`config.mk`:
```
export PLATFORM = sky130hd
export DESIGN_NAME = mbx_engine
export DESIGN_NICKNAME = d
export VERILOG_FILES = /design/src/rtl/mbx_pkg.sv /design/src/rtl/mbx_tick_latch.sv /design/src/rtl/mbx_cap.sv /design/src/rtl/mbx_seq.sv /design/src/rtl/mbx_engine.sv
export SDC_FILE = /design/constraint.sdc
export NUM_CORES = 1
export LEC_CHECK = 0
export CAP_MARGIN = 20
export CORE_ASPECT_RATIO = 1.4
export CORE_UTILIZATION = 40
export DETAILED_ROUTE_END_ITERATION = 7
export SLEW_MARGIN = 0
export SYNTH_ARGS = -nofsm -noshare
export SYNTH_HDL_FRONTEND = slang
export SYNTH_SLANG_ARGS = --single-unit
```
`constraint.sdc`:
```
create_clock -name clk -period 2.8 [get_ports clk]
set_input_delay 0.56 -clock clk [delete_from_list [all_inputs] [get_ports clk]]
set_output_delay 0.56 -clock clk [all_outputs]
set_load 0.03 [all_outputs]
```
`src/rtl/mbx_pkg.sv`:
```
package mbx_pkg;
  // byte offsets of the three mailbox areas from the base address
  localparam int HDR_OFS = 0;
  localparam int CMD_OFS = 16;
  localparam int RSP_OFS = 32;

  // flag and code values
  localparam logic [7:0] CMD_READY   = 8'h80;
  localparam logic [7:0] RSP_BUSY    = 8'h02;
  localparam logic [7:0] RSP_DONE    = 8'h01;
  localparam logic [7:0] CODE_SETCAP = 8'hD1;

  localparam logic [7:0] ST_OK      = 8'h00;
  localparam logic [7:0] ST_BADCODE = 8'h11;
  localparam logic [7:0] ST_BADLEN  = 8'h12;
  localparam logic [7:0] ST_INTERR  = 8'h15;

  localparam logic [7:0] TYPE_NONE = 8'h00;
  localparam logic [7:0] TYPE_USER = 8'h02;

  typedef enum logic [2:0] {
    S_INIT,
    S_IDLE,
    S_RD,
    S_RDW,
    S_PROG,
    S_APPLY,
    S_WR,
    S_EVT
  } seq_state_e;
endpackage

```
`src/rtl/mbx_tick_latch.sv`:
```
module mbx_tick_latch (
  input  logic clk,
  input  logic rst_n,
  input  logic tick_i,
  input  logic take_i,
  output logic pend_o
);
  logic pend_q, pend_d;

  always_comb begin
    pend_d = pend_q;
    if (take_i) pend_d = 1'b0;
    if (tick_i) pend_d = 1'b1;
  end

  always_ff @(posedge clk or negedge rst_n) begin
    if (!rst_n) pend_q <= 1'b0;
    else        pend_q <= pend_d;
  end

  assign pend_o = pend_q;
endmodule

```
`src/rtl/mbx_cap.sv`:
```
module mbx_cap
  import mbx_pkg::*;
#(
  parameter logic [15:0] CAP_HARD = 16'd10,
  parameter logic [15:0] CAP_MAX  = 16'd100
) (
  input  logic        clk,
  input  logic        rst_n,
  input  logic        apply_i,
  input  logic        err_i,
  input  logic [7:0]  code_i,
  input  logic [15:0] len_i,
  input  logic [15:0] val_i,
  output logic [7:0]  status_o,
  output logic        has_data_o,
  output logic [15:0] cap_o,
  output logic [7:0]  type_o
);
  logic [15:0] cap_q, cap_d;
  logic [7:0]  type_q, type_d;
  logic        upd_en;
  logic        len_ok;

  assign len_ok = (len_i == 16'd2);

  // status and data presence decoded from the captured command
  always_comb begin
    status_o   = ST_OK;
    has_data_o = 1'b0;
    upd_en     = 1'b0;
    if (err_i) begin
      status_o = ST_INTERR;
    end else if (code_i != CODE_SETCAP) begin
      status_o = ST_BADCODE;
    end else if (!len_ok) begin
      status_o   = ST_BADLEN;
      has_data_o = 1'b1;
    end else begin
      has_data_o = 1'b1;
      upd_en     = apply_i;
    end
  end

  // clamp of the requested value
  always_comb begin
    if (val_i == 16'd0) begin
      cap_d  = CAP_MAX;
      type_d = TYPE_NONE;
    end else if (val_i < CAP_HARD) begin
      cap_d  = CAP_HARD;
      type_d = TYPE_USER;
    end else if (val_i > CAP_MAX) begin
      cap_d  = CAP_MAX;
      type_d = TYPE_USER;
    end else begin
      cap_d  = val_i;
      type_d = TYPE_USER;
    end
  end

  always_ff @(posedge clk or negedge rst_n) begin
    if (!rst_n) begin
      cap_q  <= CAP_MAX;
      type_q <= TYPE_NONE;
    end else if (upd_en) begin
      cap_q  <= cap_d;
      type_q <= type_d;
    end
  end

  assign cap_o  = cap_q;
  assign type_o = type_q;
endmodule

```
`src/rtl/mbx_seq.sv`:
```
module mbx_seq
  import mbx_pkg::*;
#(
  parameter int          ADDR_W    = 10,
  parameter logic [ADDR_W-1:0] BASE = 10'h080,
  parameter logic [7:0]  STATE_ACT = 8'h03,
  parameter logic [15:0] CAP_HARD  = 16'd10,
  parameter logic [15:0] CAP_MAX   = 16'd100,
  parameter logic [15:0] CAP_SOFT  = 16'd20
) (
  input  logic              clk,
  input  logic              rst_n,
  input  logic              pend_i,
  output logic              take_o,
  output logic              busy_o,
  output logic              evt_o,
  output logic              mem_req_o,
  output logic              mem_we_o,
  output logic [ADDR_W-1:0] mem_addr_o,
  output logic [7:0]        mem_wdata_o,
  input  logic [7:0]        mem_rdata_i,
  output logic              apply_o,
  output logic              err_o,
  output logic [7:0]        code_o,
  output logic [15:0]       len_o,
  output logic [15:0]       val_o,
  input  logic [7:0]        status_i,
  input  logic              has_data_i,
  input  logic [15:0]       cap_i,
  input  logic [7:0]        type_i
);
  localparam int NFLD     = 8;
  localparam int IDX_W    = 4;
  localparam int INIT_LST = 9;
  localparam int RD_LST   = NFLD - 1;
  localparam int WR_LST   = 11;

  seq_state_e       state_q, state_d;
  logic [IDX_W-1:0] idx_q, idx_d;
  logic             err_q, err_d, err_en;
  logic             cap_en;
  logic [7:0]       fld_q [NFLD];

  function automatic logic [ADDR_W-1:0] at(input int ofs);
    return BASE + ADDR_W'(ofs);
  endfunction

  // header byte written during initialisation
  function automatic logic [7:0] init_byte(input logic [IDX_W-1:0] i);
    case (i)
      4'd0:    return STATE_ACT;
      4'd1:    return TYPE_NONE;
      4'd2:    return CAP_HARD[15:8];
      4'd3:    return CAP_HARD[7:0];
      4'd4:    return CAP_MAX[15:8];
      4'd5:    return CAP_MAX[7:0];
      4'd6:    return CAP_MAX[15:8];
      4'd7:    return CAP_MAX[7:0];
      4'd8:    return CAP_SOFT[15:8];
      default: return CAP_SOFT[7:0];
    endcase
  endfunction

  // command byte read at each step of the read phase
  function automatic logic [ADDR_W-1:0] rd_addr(input logic [IDX_W-1:0] i);
    case (i)
      4'd0:    return at(CMD_OFS + 0);
      4'd1:    return at(RSP_OFS + 0);
      4'd2:    return at(CMD_OFS + 1);
      4'd3:    return at(CMD_OFS + 2);
      4'd4:    return at(CMD_OFS + 4);
      4'd5:    return at(CMD_OFS + 5);
      4'd6:    return at(CMD_OFS + 6);
      default: return at(CMD_OFS + 7);
    endcase
  endfunction

  assign code_o = fld_q[3];
  assign len_o  = {fld_q[4], fld_q[5]};
  assign val_o  = {fld_q[6], fld_q[7]};
  assign err_o  = err_q;

  // next-state and port logic
  always_comb begin
    state_d     = state_q;
    idx_d       = idx_q;
    err_d       = err_q;
    err_en      = 1'b0;
    cap_en      = 1'b0;
    take_o      = 1'b0;
    evt_o       = 1'b0;
    apply_o     = 1'b0;
    mem_req_o   = 1'b0;
    mem_we_o    = 1'b0;
    mem_addr_o  = BASE;
    mem_wdata_o = 8'h00;

    unique case (state_q)
      S_INIT: begin
        mem_req_o   = 1'b1;
        mem_we_o    = 1'b1;
        mem_addr_o  = at(HDR_OFS) + ADDR_W'(idx_q);
        mem_wdata_o = init_byte(idx_q);
        if (idx_q == IDX_W'(INIT_LST)) begin
          idx_d   = '0;
          state_d = S_IDLE;
        end else begin
          idx_d = idx_q + 1'b1;
        end
      end

      S_IDLE: begin
        if (pend_i) begin
          take_o  = 1'b1;
          idx_d   = '0;
          state_d = S_RD;
        end
      end

      S_RD: begin
        mem_req_o  = 1'b1;
        mem_addr_o = rd_addr(idx_q);
        state_d    = S_RDW;
      end

      S_RDW: begin
        cap_en = 1'b1;
        if (idx_q == 4'd0 && mem_rdata_i != CMD_READY) begin
          state_d = S_IDLE;
        end else if (idx_q == 4'd1 && mem_rdata_i == 8'h00) begin
          state_d = S_PROG;
        end else if (idx_q == IDX_W'(RD_LST)) begin
          state_d = S_APPLY;
        end else begin
          if (idx_q == 4'd1) begin
            err_en = 1'b1;
            err_d  = (mem_rdata_i != RSP_BUSY);
          end
          idx_d   = idx_q + 1'b1;
          state_d = S_RD;
        end
      end

      S_PROG: begin
        mem_req_o   = 1'b1;
        mem_we_o    = 1'b1;
        mem_addr_o  = at(RSP_OFS + 0);
        mem_wdata_o = RSP_BUSY;
        state_d     = S_IDLE;
      end

      S_APPLY: begin
        apply_o = 1'b1;
        idx_d   = '0;
        state_d = S_WR;
      end

      S_WR: begin
        mem_req_o = 1'b1;
        mem_we_o  = 1'b1;
        case (idx_q)
          4'd0:  begin mem_addr_o = at(RSP_OFS + 1); mem_wdata_o = fld_q[2]; end
          4'd1:  begin mem_addr_o = at(RSP_OFS + 2); mem_wdata_o = fld_q[3]; end
          4'd2:  begin mem_addr_o = at(RSP_OFS + 3); mem_wdata_o = status_i; end
          4'd3:  begin mem_addr_o = at(RSP_OFS + 4); mem_wdata_o = 8'h00; end
          4'd4:  begin mem_addr_o = at(RSP_OFS + 5); mem_wdata_o = has_data_i ? 8'd2 : 8'd0; end
          4'd5:  begin mem_addr_o = at(RSP_OFS + 6); mem_wdata_o = cap_i[15:8]; end
          4'd6:  begin mem_addr_o = at(RSP_OFS + 7); mem_wdata_o = cap_i[7:0]; end
          4'd7:  begin mem_addr_o = at(HDR_OFS + 1); mem_wdata_o = type_i; end
          4'd8:  begin mem_addr_o = at(HDR_OFS + 6); mem_wdata_o = cap_i[15:8]; end
          4'd9:  begin mem_addr_o = at(HDR_OFS + 7); mem_wdata_o = cap_i[7:0]; end
          4'd10: begin mem_addr_o = at(RSP_OFS + 0); mem_wdata_o = RSP_DONE; end
          default: begin mem_addr_o = at(CMD_OFS + 0); mem_wdata_o = 8'h00; end
        endcase
        if (idx_q == IDX_W'(WR_LST)) begin
          state_d = S_EVT;
        end else if (idx_q == 4'd4 && !has_data_i) begin
          idx_d = 4'd7;
        end else begin
          idx_d = idx_q + 1'b1;
        end
      end

      S_EVT: begin
        evt_o   = 1'b1;
        state_d = S_IDLE;
      end

      default: state_d = S_IDLE;
    endcase
  end

  assign busy_o = (state_q != S_IDLE);

  always_ff @(posedge clk or negedge rst_n) begin
    if (!rst_n) begin
      state_q <= S_INIT;
      idx_q   <= '0;
    end else begin
      state_q <= state_d;
      idx_q   <= idx_d;
    end
  end

  always_ff @(posedge clk or negedge rst_n) begin
    if (!rst_n)      err_q <= 1'b0;
    else if (err_en) err_q <= err_d;
  end

  for (genvar g = 0; g < NFLD; g++) begin : g_fld
    always_ff @(posedge clk or negedge rst_n) begin
      if (!rst_n)                              fld_q[g] <= 8'h00;
      else if (cap_en && idx_q == IDX_W'(g))   fld_q[g] <= mem_rdata_i;
    end
  end
endmodule

```
`src/rtl/mbx_engine.sv`:
```
module mbx_engine
  import mbx_pkg::*;
#(
  parameter int          ADDR_W    = 10,
  parameter logic [ADDR_W-1:0] BASE = 10'h080,
  parameter logic [7:0]  STATE_ACT = 8'h03,
  parameter logic [15:0] CAP_HARD  = 16'd10,
  parameter logic [15:0] CAP_MAX   = 16'd100,
  parameter logic [15:0] CAP_SOFT  = 16'd20
) (
  input  logic              clk,
  input  logic              rst_n,
  input  logic              tick_i,
  output logic              busy_o,
  output logic              msg_evt_o,
  output logic [15:0]       cap_o,
  output logic [7:0]        cap_type_o,
  output logic              mem_req_o,
  output logic              mem_we_o,
  output logic [ADDR_W-1:0] mem_addr_o,
  output logic [7:0]        mem_wdata_o,
  input  logic [7:0]        mem_rdata_i
);
  logic [1:0]  rst_sync_q;
  logic        rst_sync_n;
  logic        pend, take, apply, err, has_data;
  logic [7:0]  code, status;
  logic [15:0] len, val;

  // asynchronous assertion, synchronous release
  always_ff @(posedge clk or negedge rst_n) begin
    if (!rst_n) rst_sync_q <= 2'b00;
    else        rst_sync_q <= {rst_sync_q[0], 1'b1};
  end
  assign rst_sync_n = rst_sync_q[1];

  mbx_tick_latch u_tick (
    .clk    (clk),
    .rst_n  (rst_sync_n),
    .tick_i (tick_i),
    .take_i (take),
    .pend_o (pend)
  );

  mbx_cap #(
    .CAP_HARD (CAP_HARD),
    .CAP_MAX  (CAP_MAX)
  ) u_cap (
    .clk        (clk),
    .rst_n      (rst_sync_n),
    .apply_i    (apply),
    .err_i      (err),
    .code_i     (code),
    .len_i      (len),
    .val_i      (val),
    .status_o   (status),
    .has_data_o (has_data),
    .cap_o      (cap_o),
    .type_o     (cap_type_o)
  );

  mbx_seq #(
    .ADDR_W    (ADDR_W),
    .BASE      (BASE),
    .STATE_ACT (STATE_ACT),
    .CAP_HARD  (CAP_HARD),
    .CAP_MAX   (CAP_MAX),
    .CAP_SOFT  (CAP_SOFT)
  ) u_seq (
    .clk         (clk),
    .rst_n       (rst_sync_n),
    .pend_i      (pend),
    .take_o      (take),
    .busy_o      (busy_o),
    .evt_o       (msg_evt_o),
    .mem_req_o   (mem_req_o),
    .mem_we_o    (mem_we_o),
    .mem_addr_o  (mem_addr_o),
    .mem_wdata_o (mem_wdata_o),
    .mem_rdata_i (mem_rdata_i),
    .apply_o     (apply),
    .err_o       (err),
    .code_o      (code),
    .len_o       (len),
    .val_o       (val),
    .status_i    (status),
    .has_data_i  (has_data),
    .cap_i       (cap_o),
    .type_i      (cap_type_o)
  );
endmodule

```
==> key figures, run 1 <==
Outcome
  – Status: finished, violations left
  – Failing checks: setup timing

Critical path
  – Worst Setup Path Type: flop to output pin
  – Ordered cell list for the critical path: inv_2 -> ha_4 -> buf_8 -> nand3b_2 -> buf_6 -> nand2_4 -> a222oi_1 -> a21oi_1 -> a31o_2 -> buf_6
  – Critical Path Sink Type: output pin
  – Critical Path AT: 2.41 ns
  – Critical Path Slowest Stage Cell: a222oi_1
  – Required time worst endpoint: 2.24 ns
  – Worst-path fanout max: 7
  – Buf+Inv Stages, Crit Path: 4
  – Crit path launch type: flop
  – Most frequent CP cell: buf_6
  – Worst path max stage delay: 0.46 ns
  – Top delay family on crit path: compound AO/OA/AOI/OAI gates

Drt
  – Drt wl/cell: 19.2 um
  – Residual DRC: 0
  – Via density per instance: 5.68
  – Routed wire length: 12200 um
  – Via count: 3612
  – Starting DRT DRC Count: 170
  – DRT antenna net count: 0
  – Initial DRT Pass Iterations: 5

Synthesis
  – Compound-gate portion of the synthesized area: 0.162
  – Top cells by area, synth: dfrtp_1 44%, mux2_2 10%, mux2_1 3.6%, a21oi_1 2.8%, o21ai_0 2.4%
  – Yosys warning total: 0
  – Largest family of logic cells by synthesized area: compound AO/OA/AOI/OAI gates
  – Post-Synth XOR/XNOR Area: 0.00213
  – Number of synthesized flops with an enable pin: 0
  – Mapped Cells: 389
  – Syn Area/Cell: 10.6 um^2
  – Count leader, synth: dfrtp_1
  – Dominant cell type by area after synthesis: dfrtp_1
  – Synthesized flop and latch total: 76
  – Synth Cell Area: 4120 um^2
  – Post-Synth Adder-Cell Area: 0.0152
  – Area share of the largest cell type after synthesis: 0.443
  – Yosys cell types: 69
  – Async S/R FF share, synth: 1.00
  – Sequential area share after synthesis: 0.462
  – Main flop type after synthesis: dfrtp_1
  – Synth cell count leaders: 73 x dfrtp_1, 38 x mux2_2, 23 x a21oi_1, 23 x nand2_1
  – Post-Synth Simple-Gate Area: 0.159
  – Post-synthesis mux area share: 0.142

Clocking
  – Longest Clk Path Bufs: 2
  – Htree depth: 3
  – CTS tree: done
  – CTS Buf Count: 9
  – CTS sink cnt: 76
  – CTS root buffer: clkbuf_16
  – CTS clock-pin slew for the worst setup and hold paths: 0.06 ns
  – Worst-skew pair later-pin latency: 0.33 ns

STA
  – RSZ-0062 raised after global routing: true
  – Minimum clock period after layout: 2.97 ns
  – Final Cycle Share: 1.06
  – PnR worst setup slack: -0.173 ns
  – Final Max Slew Viols: 0
  – FMAX: 336 MHz
  – Final Setup Violations: 6
  – Worst-margin pin slew: 0.551 ns
  – Fin Clk Skew: 0.00603 ns
  – Slew headroom: 0.629
  – Setup TNS Final: -0.256 ns
  – Final hold viol count: 0

Power and ir drop
  – Seq pwr share: 0.273
  – Peak VDD IR: 0.000556 V
  – Part of the power in combinational logic: 0.540
  – Clk pwr share: 0.187
  – Switch share: 0.403
  – Int Power: 3930 uW
  – Power Dens Cells: 1160 nW/um^2
  – Leak pwr: 0.00252 uW
  – NetSw: 2650 uW

Floorplan
  – Placeable Area: 9950 um^2
  – # IOs: 57
  – Height of the die: 122 um
  – Cell row count: 43
  – Starting Density: 0.414
  – Die X-Extent: 87.8 um
  – Die area: 10700 um^2

Worst hold path
  – Hold crit path type: flop to async pin

Layout
  – Final #Nets: 512
  – Layout area overhead: 37.3%
  – Ratio of cells with drive above 1 in the final layout: 0.363
  – Antenna diodes: 0
  – Non-filler cells, final: 636
  – Area of the multi-input gates: 2190 um^2
  – Register area: 1910 um^2
  – Layout fillers: 872

Place
  – Buffers on Ports: 45
  – Cells after DPL: 596
  – Post-DP HPWL: 8690 um
  – Final GP Congestion: 0.873

GRT
  – Largest net degree at the start of global routing: 27
  – GRT Util Overall: 0.243
  – Total gr overflow: 0
  – Vias in the first global route: 3575
  – Initial antenna violation count: 0
  – Global-route wire length before repair: 19300 um

Flow run
  – Max-cap viol count: 0
[cell type report]
type                            instances  area share
Multi-Input combinational cell        279       0.387
Sequential cell                        76       0.338
Timing Repair Buffer                  116       0.179
Clock buffer                           10      0.0405
Tap cell                              135      0.0299
Clock inverter                          6      0.0159
Inverter                               14     0.00973
[timing repair]
action / in CTS / in global routing
endpoints found under the setup margin: 13 / 12
setup buffers: 17 / 11
gates resized for setup: 50 / 15
pin swaps: 12 / 19
hold buffers: 0 / 0
[through the flow]
stage	utilization	setup WS [ns]	instance area [um^2]	total power (uW)	hold slack, ns
floorplan	-	0.0516	4160	3680	0.264
global route	0.568	-0.190	5660	6960	0.313
finish	0.568	-0.173	5660	6580	0.263
CTS	0.559	-0.163	5570	6440	0.277
detailed placement	0.496	-0.0997	4940	4780	0.270
global placement	0.496	-0.0943	4940	4750	0.264
[power by group through the flow]
stage | Clock (uW) | Combinational [uW] | Sequential (uW)
finish | 1230 | 3560 | 1800
global route | 1280 | 3830 | 1850
global placement | 0 | 2980 | 1780
detailed placement | 0 | 2990 | 1790
CTS | 1250 | 3400 | 1790
floorplan | 0 | 2000 | 1680
[path summary, 6_finish.rpt]
check / start / to / depth (start not counted) / slack [ns]
worst min register to register: rst_sync_q[1]$_DFF_PN0_ / u_cap.cap_o[7]$_DFFE_PN0P_ / 0 / 0.26
max in group asynchronous: rst_sync_q[1]$_DFF_PN0_ / u_seq.idx_q[0]$_DFFE_PN0P_ / 1 / 1.74
min in group clk: rst_sync_q[0]$_DFF_PN0_ / rst_sync_q[1]$_DFF_PN0_ / 0 / 0.36
worst max register to register: u_seq.idx_q[1]$_DFFE_PN0P_ / u_seq.idx_q[0]$_DFFE_PN0P_ / 9 / 0.43
worst max-delay path: u_seq.idx_q[1]$_DFFE_PN0P_ / mem_wdata_o[3] / 10 / -0.17
worst min-delay path: rst_sync_q[1]$_DFF_PN0_ / u_cap.cap_o[7]$_DFFE_PN0P_ / 0 / 0.26
[state kept, by name (all words and copies together) (netlist names), 2 cells and up]
name / flops
rst_sync_q: 2
u_cap.cap_o: 16
u_seq.code_o: 8
u_seq.fld_q: 8
u_seq.idx_q: 4
u_seq.len_o: 16
u_seq.state_q: 3
u_seq.val_o: 16
[layer usage]
metal  part of all wire  global-route usage  up-vias
met5                  0                   0        -
met4              0.031               0.114        0
met3              0.035              0.0325       33
met2               0.52               0.406      101
met1               0.41               0.309     1837
li1                   -                   -     1641
[cells in the final DEF, fill, tap and decap left out, types with 13 or more instances in the layout]
cell / count
o21ai_0: 16
buf_6: 16
nand2_1: 21
mux2_2: 38
buf_4: 65
a21oi_1: 23
clkdlybuf4s50_1: 32
nor2_1: 20
mux2_1: 13
dfrtp_1: 70
[worst reg2reg max path, cell delays in order, from the launching register on]
cell	delay [ns]
dfrtp_1	0.41
inv_2	0.12
ha_4	0.16
buf_8	0.12
nor3b_4	0.37
buf_4	0.21
nand3_2	0.09
a21boi_2	0.30
a21boi_2	0.14
mux2_1	0.34
[cells by family (layout without fill, tap and decap cells)]
logic type | Yosys count | in the layout
and+or+nand+nor | 111 | 111
AOI/OAI and AO/OA | 98 | 98
DFF | 76 | 76
muxes | 52 | 52
buffers and inverters | 44 | 146
adders and majority gates | 5 | 5
other | 2 | 12
xor gates and xnor gates | 1 | 1
No activity file was read; power rests on OpenSTA's default activity.
==> inputs of run 2 (changes only) <==
SKIP_LAST_GASP = 1   (was unset)
==> key figures, run 2 (synthesis gave the netlist of run 1 again) <==
GRT
  – GRT Util Overall: 0.242
  – Initial antenna violation count: 0
  – Global-route wire length before repair: 19200 um
  – Largest net degree at the start of global routing: 27
  – Vias in the first global route: 3539
  – Total gr overflow: 0

Drt
  – Via density per instance: 5.61
  – Drt wl/cell: 19.2 um
  – DRT antenna net count: 0
  – Routed wire length: 12300 um
  – Residual DRC: 0
  – Starting DRT DRC Count: 183
  – Via count: 3582
  – Initial DRT Pass Iterations: 5

Place
  – Post-DP Area: 4940 um^2
  – Post-DP HPWL: 8690 um
  – Buffers on Ports: 45
  – Final GP Congestion: 0.873

STA
  – FMAX: 346 MHz
  – Minimum clock period after layout: 2.89 ns
  – Worst-margin pin slew: 0.561 ns
  – Final hold viol count: 0
  – Final Setup Violations: 3
  – Final Max Slew Viols: 0
  – PnR worst setup slack: -0.0906 ns
  – Slew headroom: 0.623
  – Final Cycle Share: 1.03
  – RSZ-0062 raised after global routing: true
  – Fin Clk Skew: 0.00531 ns

Clocking
  – CTS sink cnt: 76
  – Htree depth: 3
  – CTS clock-pin slew for the worst setup and hold paths: 0.06 ns
  – Worst-skew pair later-pin latency: 0.33 ns
  – CTS root buffer: clkbuf_16
  – CTS Buf Count: 9
  – CTS tree: done
  – Cts hold-fix bufs: 0
  – Longest Clk Path Bufs: 2

Floorplan
  – # IOs: 57
  – Die area: 10700 um^2
  – Placeable Area: 9950 um^2
  – Cell row count: 43
  – Height of the die: 122 um
  – Starting Density: 0.414
  – Die X-Extent: 87.8 um

Layout
  – Ratio of cells with drive above 1 in the final layout: 0.362
  – Final #Nets: 514
  – Commonest non-fill, non-tap cell in the layout: dfrtp_1
  – Register area: 1910 um^2
  – Antenna diodes: 0
  – Layout area overhead: 37.3%
  – Commonest cells after routing, fill and taps aside: 70 x dfrtp_1, 68 x buf_4, 38 x mux2_2, 32 x clkdlybuf4s50_1, 23 x a21oi_1
  – Area of the multi-input gates: 2180 um^2
  – Final Cell Area: 5660 um^2
  – Layout fillers: 881

Critical path
  – Most frequent CP cell: buf_6
  – Ordered cell list for the critical path: buf_6 -> ha_4 -> buf_6 -> nand3b_1 -> nand2_4 -> a222oi_1 -> a21oi_1 -> a31o_2 -> buf_6
  – Critical Path Sink Type: output pin
  – Worst path max stage delay: 0.43 ns
  – Critical Path Slowest Stage Cell: a222oi_1
  – Crit path launch type: flop
  – Worst Setup Path Type: flop to output pin
  – Worst-path fanout max: 6
  – Critical Path AT: 2.33 ns
  – Required time worst endpoint: 2.24 ns

Power and ir drop
  – Leak pwr: 0.00252 uW
  – Power Dens Cells: 1160 nW/um^2
  – Peak VDD IR: 0.000554 V
  – Total power: 6590 uW

Flow run
  – Max-cap viol count: 0

Outcome
  – Failing checks: setup timing
  – Status: finished, violations left

Worst hold path
  – Hold crit path type: flop to async pin
## run 2: per-layer routing
metal  wire (um)  part of all wire  global-route usage  vias up
li1            -                 -                   -     1642
met1        5060              0.41               0.306     1803
met2        6400              0.52               0.408      112
met3         473             0.039              0.0339       25
met4         337             0.027               0.103        0
met5           0                 0                   0        -
## run 2: what timing repair did
item / CTS / global route
gates resized for setup: 42 / 20
setup buffers: 17 / 12
cloned: 0 / 0
setup endpoints to repair: 13 / 12
pin swaps: 12 / 18
## run 2: worst paths after layout
kind	endpoint	slack, ns	from	depth (start not counted)
max	mem_wdata_o[3]	-0.09	u_seq.idx_q[1]$_DFFE_PN0P_	9
min	u_cap.cap_o[7]$_DFFE_PN0P_	0.26	rst_sync_q[1]$_DFF_PN0_	0
max reg2reg	u_seq.idx_q[0]$_DFFE_PN0P_	0.42	u_seq.idx_q[0]$_DFFE_PN0P_	10
min reg2reg	u_cap.cap_o[7]$_DFFE_PN0P_	0.26	rst_sync_q[1]$_DFF_PN0_	0
max in group asynchronous	u_seq.idx_q[0]$_DFFE_PN0P_	1.74	rst_sync_q[1]$_DFF_PN0_	1
min in group clk	rst_sync_q[1]$_DFF_PN0_	0.36	rst_sync_q[0]$_DFF_PN0_	0
## run 2: layout make-up
class / count / share of cell area
clock buffer: 10 / 0.0405
clock inverter: 6 / 0.0159
inverter: 14 / 0.00973
multi-input combinational: 279 / 0.385
sequential: 76 / 0.338
tap: 135 / 0.0299
timing repair buffer: 118 / 0.181
## run 2: power by group
| part | internal, uW | total (uW) | switching, uW | leakage, uW |
|---|---|---|---|---|
| Combinational | 1680 | 3560 | 1880 | 0.00144 |
| Sequential | 1470 | 1800 | 323 | 0.000934 |
| Clock | 780 | 1230 | 450 | 0.000141 |
## run 2: stage by stage
step | util | TNS [ns] | hold WS, ns | setup WS, ns | cells
after floorplan | - | 0 | 0.264 | 0.0516 | 399
after global placement | 0.496 | -0.150 | 0.264 | -0.0943 | 596
after detailed placement | 0.496 | -0.199 | 0.270 | -0.0997 | 596
after CTS | 0.556 | -0.588 | 0.277 | -0.164 | 628
after global routing | 0.568 | -0.623 | 0.313 | -0.132 | 638
final | 0.568 | -0.187 | 0.263 | -0.0906 | 638
## run 2: critical path, delay by kind of cell (launching register included)
| family | cells | cell delay [ns] |
|---|---|---|
| AO/OA/AOI/OAI | 3 | 0.80 |
| adder cells (fa/ha/maj) | 1 | 0.16 |
| buffers and inverters | 3 | 0.40 |
| flip-flops | 1 | 0.40 |
| AND/OR/NAND/NOR | 2 | 0.23 |
